## src/rtl/fsync_pkg.sv

```systemverilog
package fsync_pkg;

   typedef enum logic [1:0] {
      ST_HUNT   = 2'd0,
      ST_LOCKED = 2'd1,
      ST_VERIFY = 2'd2
   } fs_state_t;

   // width of a byte lane
   localparam int unsigned LANE_W = 8;

endpackage

```

## src/rtl/fsync_edge.sv

```systemverilog
// Turns the synchronised bit clock into a one-cycle strobe on the chosen edge.
module fsync_edge (
   input  logic clk,
   input  logic rst,
   input  logic ser_clk,
   input  logic ser_dat,
   input  logic cfg_fall_edge,
   output logic bit_stb,
   output logic bit_val
);

   logic clk_q;

   // track the level so that reset does not manufacture an edge
   always_ff @(posedge clk) begin
      clk_q <= ser_clk;
   end

   logic rise, fall;
   assign rise    = ser_clk & ~clk_q;
   assign fall    = ~ser_clk & clk_q;
   assign bit_stb = ~rst & (cfg_fall_edge ? fall : rise);
   assign bit_val = ser_dat;

endmodule

```

## src/rtl/fsync_matcher.sv

```systemverilog
// Sliding window plus per-lane pattern compare and output byte tap.
module fsync_matcher #(
   parameter int unsigned SYNC_MAX_BYTES = 4,
   localparam int unsigned SW  = SYNC_MAX_BYTES * fsync_pkg::LANE_W,
   localparam int unsigned SBW = $clog2(SYNC_MAX_BYTES + 1)
) (
   input  logic           clk,
   input  logic           rst,
   input  logic           bit_stb,
   input  logic           bit_val,
   input  logic [SW-1:0]  cfg_sync_word,
   input  logic [SBW-1:0] cfg_sync_bytes,
   output logic           hit,
   output logic [7:0]     tap_byte
);

   logic [SW-2:0] win;
   logic [SW-1:0] nwin;

   // window as it will be once the current bit is included
   assign nwin = {win, bit_val};

   always_ff @(posedge clk) begin
      if (rst) begin
         win <= '0;
      end else if (bit_stb) begin
         win <= nwin[SW-2:0];
      end
   end

   logic [SYNC_MAX_BYTES-1:0] lane_ok;
   logic [7:0]                tap_cand [SYNC_MAX_BYTES];

   for (genvar g = 0; g < SYNC_MAX_BYTES; g++) begin : g_lane
      logic lane_used;
      assign lane_used   = (SBW'(g) < cfg_sync_bytes);
      assign lane_ok[g]  = ~lane_used |
                           (nwin[g*8 +: 8] == cfg_sync_word[g*8 +: 8]);
      assign tap_cand[g] = nwin[g*8 +: 8];
   end

   assign hit = &lane_ok;

   // the oldest pattern-length lane holds the byte to emit
   always_comb begin
      tap_byte = '0;
      for (int i = 0; i < SYNC_MAX_BYTES; i++) begin
         if (SBW'(i + 1) == cfg_sync_bytes) tap_byte = tap_cand[i];
      end
   end

endmodule

```

## src/rtl/fsync_track.sv

```systemverilog
// Hunt / locked / verify state machine, frame bit counter and byte output.
module fsync_track
   import fsync_pkg::*;
#(
   parameter int unsigned FRAME_MAX_BYTES = 64,
   parameter int unsigned MISS_LIMIT      = 2,
   localparam int unsigned FBW = $clog2(FRAME_MAX_BYTES + 1),
   localparam int unsigned CNW = $clog2(FRAME_MAX_BYTES * 8) + 1,
   localparam int unsigned MW  = $clog2(MISS_LIMIT + 1)
) (
   input  logic           clk,
   input  logic           rst,
   input  logic           bit_stb,
   input  logic           hit,
   input  logic [7:0]     tap_byte,
   input  logic [FBW-1:0] cfg_frame_bytes,
   output logic           out_valid,
   output logic [7:0]     out_byte,
   output logic           out_sof,
   output logic           locked
);

   fs_state_t      state;
   logic [CNW-1:0] cnt, cnt_nxt, last_bit;
   logic [MW-1:0]  miss_cnt, miss_inc;
   logic           at_byte, at_sync, give_up;

   assign last_bit = (CNW'(cfg_frame_bytes) << 3) - CNW'(1);
   assign cnt_nxt  = (cnt == last_bit) ? '0 : cnt + CNW'(1);
   assign at_byte  = (cnt_nxt[2:0] == 3'd0);
   assign at_sync  = (cnt_nxt == '0);
   assign miss_inc = miss_cnt + MW'(1);
   assign give_up  = (miss_inc >= MW'(MISS_LIMIT));

   always_ff @(posedge clk) begin
      if (rst) begin
         state     <= ST_HUNT;
         cnt       <= '0;
         miss_cnt  <= '0;
         out_valid <= 1'b0;
         out_sof   <= 1'b0;
         out_byte  <= '0;
         locked    <= 1'b0;
      end else begin
         out_valid <= 1'b0;
         out_sof   <= 1'b0;
         if (bit_stb) begin
            unique case (state)
               ST_HUNT: begin
                  if (hit) begin
                     state     <= ST_LOCKED;
                     cnt       <= '0;
                     miss_cnt  <= '0;
                     locked    <= 1'b1;
                     out_valid <= 1'b1;
                     out_sof   <= 1'b1;
                     out_byte  <= tap_byte;
                  end
               end
               ST_LOCKED, ST_VERIFY: begin
                  cnt <= cnt_nxt;
                  if (at_sync && hit) begin
                     state     <= ST_LOCKED;
                     miss_cnt  <= '0;
                     out_valid <= 1'b1;
                     out_sof   <= 1'b1;
                     out_byte  <= tap_byte;
                  end else if (at_sync && give_up) begin
                     state    <= ST_HUNT;
                     miss_cnt <= '0;
                     locked   <= 1'b0;
                  end else if (at_sync) begin
                     state     <= ST_VERIFY;
                     miss_cnt  <= miss_inc;
                     out_valid <= 1'b1;
                     out_byte  <= tap_byte;
                  end else if (at_byte) begin
                     out_valid <= 1'b1;
                     out_byte  <= tap_byte;
                  end
               end
               default: state <= ST_HUNT;
            endcase
         end
      end
   end

endmodule

```

## src/rtl/bitframe_sync.sv

```systemverilog
module bitframe_sync #(
   parameter int unsigned SYNC_MAX_BYTES  = 4,
   parameter int unsigned FRAME_MAX_BYTES = 64,
   parameter int unsigned MISS_LIMIT      = 2,
   localparam int unsigned SW  = SYNC_MAX_BYTES * 8,
   localparam int unsigned SBW = $clog2(SYNC_MAX_BYTES + 1),
   localparam int unsigned FBW = $clog2(FRAME_MAX_BYTES + 1)
) (
   input  logic           clk,
   input  logic           rst,
   input  logic           ser_clk,
   input  logic           ser_dat,
   input  logic           cfg_fall_edge,
   input  logic [SW-1:0]  cfg_sync_word,
   input  logic [SBW-1:0] cfg_sync_bytes,
   input  logic [FBW-1:0] cfg_frame_bytes,
   output logic           out_valid,
   output logic [7:0]     out_byte,
   output logic           out_sof,
   output logic           locked
);

   initial begin
      assert (SYNC_MAX_BYTES >= 1)
         else $fatal(1, "SYNC_MAX_BYTES must be at least 1");
      assert (FRAME_MAX_BYTES > SYNC_MAX_BYTES)
         else $fatal(1, "FRAME_MAX_BYTES must exceed SYNC_MAX_BYTES");
      assert (MISS_LIMIT >= 1)
         else $fatal(1, "MISS_LIMIT must be at least 1");
   end

   logic       bit_stb, bit_val, hit;
   logic [7:0] tap_byte;

   fsync_edge u_edge (
      .clk           (clk),
      .rst           (rst),
      .ser_clk       (ser_clk),
      .ser_dat       (ser_dat),
      .cfg_fall_edge (cfg_fall_edge),
      .bit_stb       (bit_stb),
      .bit_val       (bit_val)
   );

   fsync_matcher #(.SYNC_MAX_BYTES(SYNC_MAX_BYTES)) u_match (
      .clk            (clk),
      .rst            (rst),
      .bit_stb        (bit_stb),
      .bit_val        (bit_val),
      .cfg_sync_word  (cfg_sync_word),
      .cfg_sync_bytes (cfg_sync_bytes),
      .hit            (hit),
      .tap_byte       (tap_byte)
   );

   fsync_track #(
      .FRAME_MAX_BYTES (FRAME_MAX_BYTES),
      .MISS_LIMIT      (MISS_LIMIT)
   ) u_track (
      .clk             (clk),
      .rst             (rst),
      .bit_stb         (bit_stb),
      .hit             (hit),
      .tap_byte        (tap_byte),
      .cfg_frame_bytes (cfg_frame_bytes),
      .out_valid       (out_valid),
      .out_byte        (out_byte),
      .out_sof         (out_sof),
      .locked          (locked)
   );

endmodule

```

## config.mk

```make
export PLATFORM = sky130hd
export DESIGN_NAME = bitframe_sync
export DESIGN_NICKNAME = d
export VERILOG_FILES = /design/src/rtl/fsync_pkg.sv /design/src/rtl/fsync_edge.sv /design/src/rtl/fsync_matcher.sv /design/src/rtl/fsync_track.sv /design/src/rtl/bitframe_sync.sv
export SDC_FILE = /design/constraint.sdc
export NUM_CORES = 1
export LEC_CHECK = 0
export BUFFER_PORTS_ARGS = -buffer_cell sky130_fd_sc_hd__buf_2
export CAP_MARGIN = 20
export CORE_AREA = 8 8 78 114
export CTS_BUF_LIST = sky130_fd_sc_hd__clkbuf_8
export DETAILED_ROUTE_END_ITERATION = 6
export DIE_AREA = 0 0 86 122
export PLACE_DENSITY = 0.79
export SLEW_MARGIN = 5
export SYNTH_ARGS = -nofsm -noshare
export SYNTH_HDL_FRONTEND = slang
export SYNTH_SLANG_ARGS = --single-unit
```

## constraint.sdc

```tcl
create_clock -name clk -period 7.6 [get_ports clk]
set_input_delay 1.9 -clock clk [delete_from_list [all_inputs] [get_ports clk]]
set_output_delay 1.9 -clock clk [all_outputs]
set_load 0.01 [all_outputs]
```

==> Word level (Yosys, flattened, before mapping) <==
Index checks and enable logic that the tools add are counted.
{ "word_totals": {"elab_cells": 99, "mem_bits_rw": 0, "reg_bits": 57, "romBits": 0, "latch_bits": 0, "n_memories": 0} }
{ "classes": {"n_addsub": 3, "n_eq_ne": 17, "reduce_logical": 14, "bitwise": 15, "n_div": 0, "mux": 36, "n_shift": 0, "order_cmp": 5, "multipliers": 0} }
{ "ops": {"columns": ["operator", "n"], "rows": [
  ["8-bit two-way mux", 9],
  ["8-bit == test", 4],
  ["10-bit two-way mux", 2],
  ["10-bit case mux with 2 select lines", 1],
  ["2-bit two-way mux", 8],
  ["8-bit case mux with 2 select lines", 1],
  ["10-bit by 1-bit adder with 10-bit output, second input constant", 1],
  ["10-bit == test", 1],
  ["10-bit zero test", 1],
  ["1-bit two-way mux", 10],
  ["5-bit AND reduction", 2],
  ["10-bit by 1-bit subtractor with 10-bit output, second input constant", 1],
  ["4-bit by 1-bit inequality test with 1-bit output, second input constant", 2],
  ["1-bit inverter", 8],
  ["2-bit case mux with 2 select lines", 2],
  ["4-bit AND reduction", 2],
  ["2-bit by 3-bit == test with 1-bit output, first input constant", 2],
  ["1-bit by 3-bit less-than comparator with 1-bit output, first input constant", 2],
  ["2-bit by 3-bit less-than comparator with 1-bit output, first input constant", 2],
  ["1-bit case mux with 2 select lines", 3],
  ["3-bit AND reduction", 2],
  ["2-bit by 1-bit inequality test with 1-bit output, second input constant", 2],
  ["1-bit OR", 4],
  ["2-bit OR reduction", 2],
  ["other kinds (13)", 16]
]} }

==> Logic depth before layout (Yosys ltp) <==
{ "logic_depth": {"depth_word": 10, "ltp_mapped": 10} }

==> By module <==
A second synthesis with hierarchy kept.
{ "unflattened": {"hier_cells": 367, "hier_area_um2": 3209.3} }
{ "modules_own_cells": {"columns": ["module", "n_inst", "cells_per_inst", "area_each_um2", "seq_area_each_um2"], "rows": [
  ["fsync_matcher", 1, 180, 1682.9, 620.6],
  ["fsync_track", 1, 182, 1477.7, 500.5],
  ["fsync_edge", 1, 5, 48.8, 20.0]
]} }

==> Worst setup path after synthesis <==
No wires, ideal clock.
{ "synth_timing": {"path_type": "input -> register", "from": "in cfg_frame_bytes[0]", "to": "reg u_track.out_byte[0]", "cell_stages": 10, "t_arrival_ps": 3669, "slack_ps": 3808, "required_time_ps": 7477, "path_cell_list": "inv_1 ha_1 nand2b_4 nor4_2 xnor2_1 a2111oi_4 o21a_1 o22a_1 buf_2 mux2_1"} }
{ "synth_via": {"elab_chain_cells": 8, "word_cells_on_any_way": 14, "cone_classes": "1 x add/sub; 3 x eq/ne; 5 x mux; 5 x reduce/logical"} }
{ "synth_lines": {"columns": ["item", "line", "text"], "rows": [
  ["from (decl)", "bitframe_sync.sv:16", "input logic [FBW-1:0] cfg_frame_bytes,"],
  ["10-bit by 1-bit subtractor with 10-bit output *", "fsync_track.sv:28", "assign last_bit = (CNW'(cfg_frame_bytes) << 3) - CNW'(1);"],
  ["10-bit == test *", "fsync_track.sv:29", "assign cnt_nxt = (cnt == last_bit) ? '0 : cnt + CNW'(1);"],
  ["10-bit two-way mux *", "fsync_track.sv:29", null],
  ["10-bit zero test", "fsync_track.sv:31", "assign at_sync = (cnt_nxt == '0);"],
  ["8-bit two-way mux", "fsync_track.sv:72", "end else if (at_sync) begin"],
  ["8-bit two-way mux", "fsync_track.sv:68", "end else if (at_sync && give_up) begin"],
  ["8-bit two-way mux", "fsync_track.sv:62", "if (at_sync && hit) begin"],
  ["8-bit case mux with 2 select lines", "fsync_track.sv:48", "unique case (state)"],
  ["to (signal assigned)", "fsync_track.sv:67", "out_byte <= tap_byte;"],
  ["to (signal assigned)", "fsync_track.sv:76", "out_byte <= tap_byte;"],
  ["to (signal assigned)", "fsync_track.sv:79", "out_byte <= tap_byte;"],
  ["to (decl)", "fsync_track.sv:18", "output logic [7:0] out_byte,"]
]} }
Every way passes the cells marked *; elsewhere a longest branch is shown, timed or not. The select of a mux whose other input is x is not followed.
A chain may end at the register's enable or synchronous reset.

==> Worst setup path after layout <==
{ "layout_timing": {"from": "in rst", "to": "reg u_track.cnt[7]"} }
{ "layout_via": {"elab_chain_cells": 3} }
{ "layout_lines": {"columns": ["item", "line", "text"], "rows": [
  ["from (decl)", "bitframe_sync.sv:10", "input logic rst,"],
  ["1-bit inverter", "fsync_edge.sv:22", "assign bit_stb = ~rst & (cfg_fall_edge ? fall : rise);"],
  ["1-bit bitwise AND", "fsync_edge.sv:22", null],
  ["3-bit AND reduction (no source line)", null, null],
  ["to (signal assigned)", "fsync_track.sv:61", "cnt <= cnt_nxt;"],
  ["to (decl)", "fsync_track.sv:24", "logic [CNW-1:0] cnt, cnt_nxt, last_bit;"]
]} }
Parallel ways exist; a longest one is shown, timed or not.

==> results.txt <==
The run finished with clean final reports. The detailed-route wire length per cell is 15.4 µm. Across the VDD grid, the largest voltage drop is 137 µV. Entering global routing, the biggest net connects 39 pins.

For this design, the sink count on the clock tree is 57. The total die area is 10,500 µm². The net count of the finished layout came out at 523. The endpoint identified for the worst register-to-register timing path is u_track.out_byte[4]. The leading register cell type out of synthesis is sky130_fd_sc_hd__dfxtp_1. The number of cell instances on the worst register-to-register path is 7. The highest achievable clock rate is 0.246 GHz. The setup violation total in the final timing report came out at 0. The tightest hold margin is 0.468 ns.

By area the synthesized netlist is led by sky130_fd_sc_hd__dfxtp_1, sky130_fd_sc_hd__nand2_1, sky130_fd_sc_hd__xor2_1. STA classifies the critical path startpoint as a primary input. When the netlist entered floorplanning its net count stood at 480. Data on the critical path is required at its endpoint by 7.80 ns. The total routing usage reported by global routing is 17.4%. The worst pin sits at a relative slew slack of 40.3%. The critical path goes through buf_2 > clkinv_1 > nand2_1 > buf_4 > nor3_1 > nand2_1 > o221ai_1. After floorplanning, the core was divided into 38 placement rows.

The path with the worst hold slack has its endpoint at u_track.miss_cnt[0]. The final weighted congestion in routability-driven placement came out at 0.871. The height of the die is 122 µm.

The fraction of final layout cells with drive strength greater than 1 came out at 18.9%. For this block, wires on met1 add up to 3470 µm. In this run the power density over the cells is 174 nW/µm². The half-perimeter wire length after placement came out at 6630 µm.

The via count of the first global-routing pass is 3,087. TritonCTS built the clock tree. The detailed-routed wire length on met3 came out at 502 µm. The clock slew seen by the registers of the worst setup and hold paths is 0.06 ns. Setup repair after global routing left no endpoint under its margin.

Yosys mapped a number of flops with a built-in enable equal to 0. The pre-antenna-repair detailed-routing pass consisted of 4 iterations. The number of port buffers is 57. The final count of pins violating max slew was 0. The number of buffers added by the clock tree synthesis step came out at 9. In this run the clock root is driven by a sky130_fd_sc_hd__clkbuf_8. In this design, the critical path's most frequently occurring cell is sky130_fd_sc_hd__nand2_1. The number of violations of the max-capacitance limit is 0. The number of buffers on the longest clock path is 2. The number of hold-slack violations in the final timing report was 0. The startpoint identified for the worst hold timing path is u_track.miss_cnt[0]. Measured on the finished design, the core utilization comes to 54.5%. The cell taking the most area after synthesis is sky130_fd_sc_hd__dfxtp_1. The part of the Yosys area used for sequential elements is 33.9%. The total setup buffers inserted after CTS came out at 0.

Prior to clock tree synthesis, the placed netlist has a worst setup slack of 3.19 ns. The total standard cell area after synthesis is 3370 µm². The number of antenna-violating nets in the routed design is 0.

After layout, the worst setup slack is 3.53 ns. The worst path in the final design needs a cycle of 4.07 ns, including I/O delays and setup. Across the routed clock network, the largest skew measured is 0.00704 ns. Summing all flip-flop and latch instances after layout gives 1140 µm². Summed over all nets, wire length on met2 after detailed routing comes to 4550 µm.

Among all stages on the critical path, the largest delay is contributed by sky130_fd_sc_hd__clkinv_1. The fraction of synthesis flops using an asynchronous set or reset pin came out at 0%. The first global-routing pass estimated 14,500 µm of wire. The slew at the pin with the worst max-slew slack is 0.891 ns. The initial antenna violation count came out at 0. The count of boundary I/O pins came out at 58. In this run the static leakage power is 1.72 nW. The final-layout fill cell count came out at 673. The count of yosys warnings during synthesis is 0. The register bit count reported by yosys is 57. The core area is 7180 µm². The hold buffer count at cts is 0. The die boundary width came out at 86 µm. The H-tree generated during clock tree synthesis spans 3 levels. The cell with the most instances after synthesis is sky130_fd_sc_hd__nand2_1.

The highest fanout seen on the critical path is 38. Sorting the synthesized cells by how often they occur yields sky130_fd_sc_hd__nand2_1, sky130_fd_sc_hd__dfxtp_1, sky130_fd_sc_hd__nand3_1. The reg-to-reg critical path startpoint is u_match.win[0]. The overall overflow remaining after global route is 0. The number of inserted diodes is 0. The highest layer touched by signal routing is met4. The total area of multi-input combinational cells came out at 2060 µm².

The worst setup path is captured at a flip-flop. The number of remaining DRC errors came out at 0. The average instance area after synthesis came out at 7.85 µm².

The post-cts resize count came out at 0. The number of stages on the worst hold path is 1. After the first detailed-routing iteration, the DRC count stood at 192. The instance count of the mapped netlist is 429. The worst hold path belongs to the class flip-flop to flip-flop. The area share of the largest cell type after synthesis came out at 33.9%. For this configuration, the core starts out at a cell density of 46.9%. The clock latency on the worst-skew pair is 0.34 ns. The sum of negative setup slack came out at 0 ns. STA puts the critical path data arrival time at 4.27 ns. The critical path is of the primary input to flip-flop type.

Synthesis instantiated 56 different standard cells from the library. The via count of the routed design came out at 3,192. Across all register-to-register paths, the minimum setup slack is 4.89 ns. The routed design has 8850 µm of wire. The worst path uses 53.5% of the clock period. The detail-routed via count per cell is 5.54. Compared with the post-synthesis result, the final layout area differs by 16.2%. The maximum cell stage delay along the critical path came out at 0.84 ns.
-- worst max path at each step --
stage                                  start                   to  slack [ns]  cells past startpoint
after floorplan           cfg_frame_bytes[0]  u_track.out_byte[0]        3.81                     10
after global placement                   rst       u_track.cnt[7]        3.26                      7
after detailed placement                 rst       u_track.cnt[7]        3.19                      7
after CTS                                rst       u_track.cnt[7]        3.56                      7
after global routing                     rst       u_track.cnt[7]        3.28                      7
final                                    rst       u_track.cnt[7]        3.53                      7
-- through the flow --
stage          total power, W  area [µm²]  cells
6_report             0.000680        3920    576
5_1_grt              0.000704        3920    576
4_1_cts              0.000685        3920    576
3_5_place_dp         0.000362        3690    561
3_3_place_gp         0.000360        3690    561
2_1_floorplan        0.000340        3370    429
-- area by class of cell --
class                   count  area share (%)
flip-flops and latches     57            29.1
multi-input cells         330            52.7
repair buffers             59            7.67
clock buffers              12            4.22
well taps                 100            3.20
inverters                  15            1.44
clock inverters             3            1.63
-- registers in the layout (all words and copies together), names as in the netlist --
| signal | flops |
|---|---|
| u_track.out_byte | 8 |
| u_track.miss_cnt | 2 |
| u_track.out_sof | 1 |
| u_track.locked | 1 |
| u_track.cnt | 10 |
| u_track.out_valid | 1 |
| u_edge.clk_q | 1 |
| u_match.win | 31 |
| u_track.state | 2 |
-- metal layers --
layer	track usage, %	up-vias
li1	-	1568
met1	18.2	1479
met2	30.1	117
met3	4.86	28
met4	11.0	0
met5	0	-
-- cells in the final DEF (no fill, tap or decap), types with 4 or more instances in the layout --
| cell | n |
|---|---|
| sky130_fd_sc_hd__xnor2_1 | 18 |
| sky130_fd_sc_hd__nor3_1 | 4 |
| sky130_fd_sc_hd__nor4_1 | 5 |
| sky130_fd_sc_hd__buf_2 | 57 |
| sky130_fd_sc_hd__ha_1 | 4 |
| sky130_fd_sc_hd__clkbuf_8 | 12 |
| sky130_fd_sc_hd__and2_1 | 4 |
| sky130_fd_sc_hd__nand2_1 | 76 |
| sky130_fd_sc_hd__dfxtp_1 | 57 |
| sky130_fd_sc_hd__xor2_1 | 27 |
| sky130_fd_sc_hd__inv_1 | 14 |
| sky130_fd_sc_hd__a22oi_1 | 8 |
| sky130_fd_sc_hd__a21oi_1 | 14 |
| sky130_fd_sc_hd__nand3_1 | 40 |
| sky130_fd_sc_hd__o22ai_1 | 5 |
| sky130_fd_sc_hd__nor2b_1 | 12 |
| sky130_fd_sc_hd__mux2_1 | 8 |
| sky130_fd_sc_hd__nor2_1 | 33 |
| sky130_fd_sc_hd__mux2_2 | 8 |
| sky130_fd_sc_hd__nand4_1 | 7 |
| sky130_fd_sc_hd__o21ai_0 | 6 |
-- power by group --
group / total, W / switching [W] / internal (W)
sequential: 0.000301 / 0.000000973 / 0.000300
clock: 0.000324 / 0.000116 / 0.000208
combinational: 0.0000549 / 0.0000331 / 0.0000218
-- logic make-up (layout without fill, tap and decap cells) --
| group | Yosys count | after routing | share of synthesized area (%) |
|---|---|---|---|
| xor gates and xnor gates | 45 | 45 | 11.7 |
| and+or+nand+nor | 195 | 195 | 27.6 |
| adders and majority gates | 4 | 4 | 1.49 |
| buffers and inverters | 42 | 89 | 4.98 |
| muxes | 17 | 17 | 5.65 |
| DFF | 57 | 57 | 33.9 |
| AOI/OAI and AO/OA | 69 | 69 | 14.7 |
-- critical path, delay by kind of cell --
family / cells / cell delay, ns
buffers and inverters: 3 / 1.60
AOI/OAI and AO/OA: 1 / 0.14
and+or+nand+nor: 3 / 0.61
No activity file was read; power rests on OpenSTA's default activity.
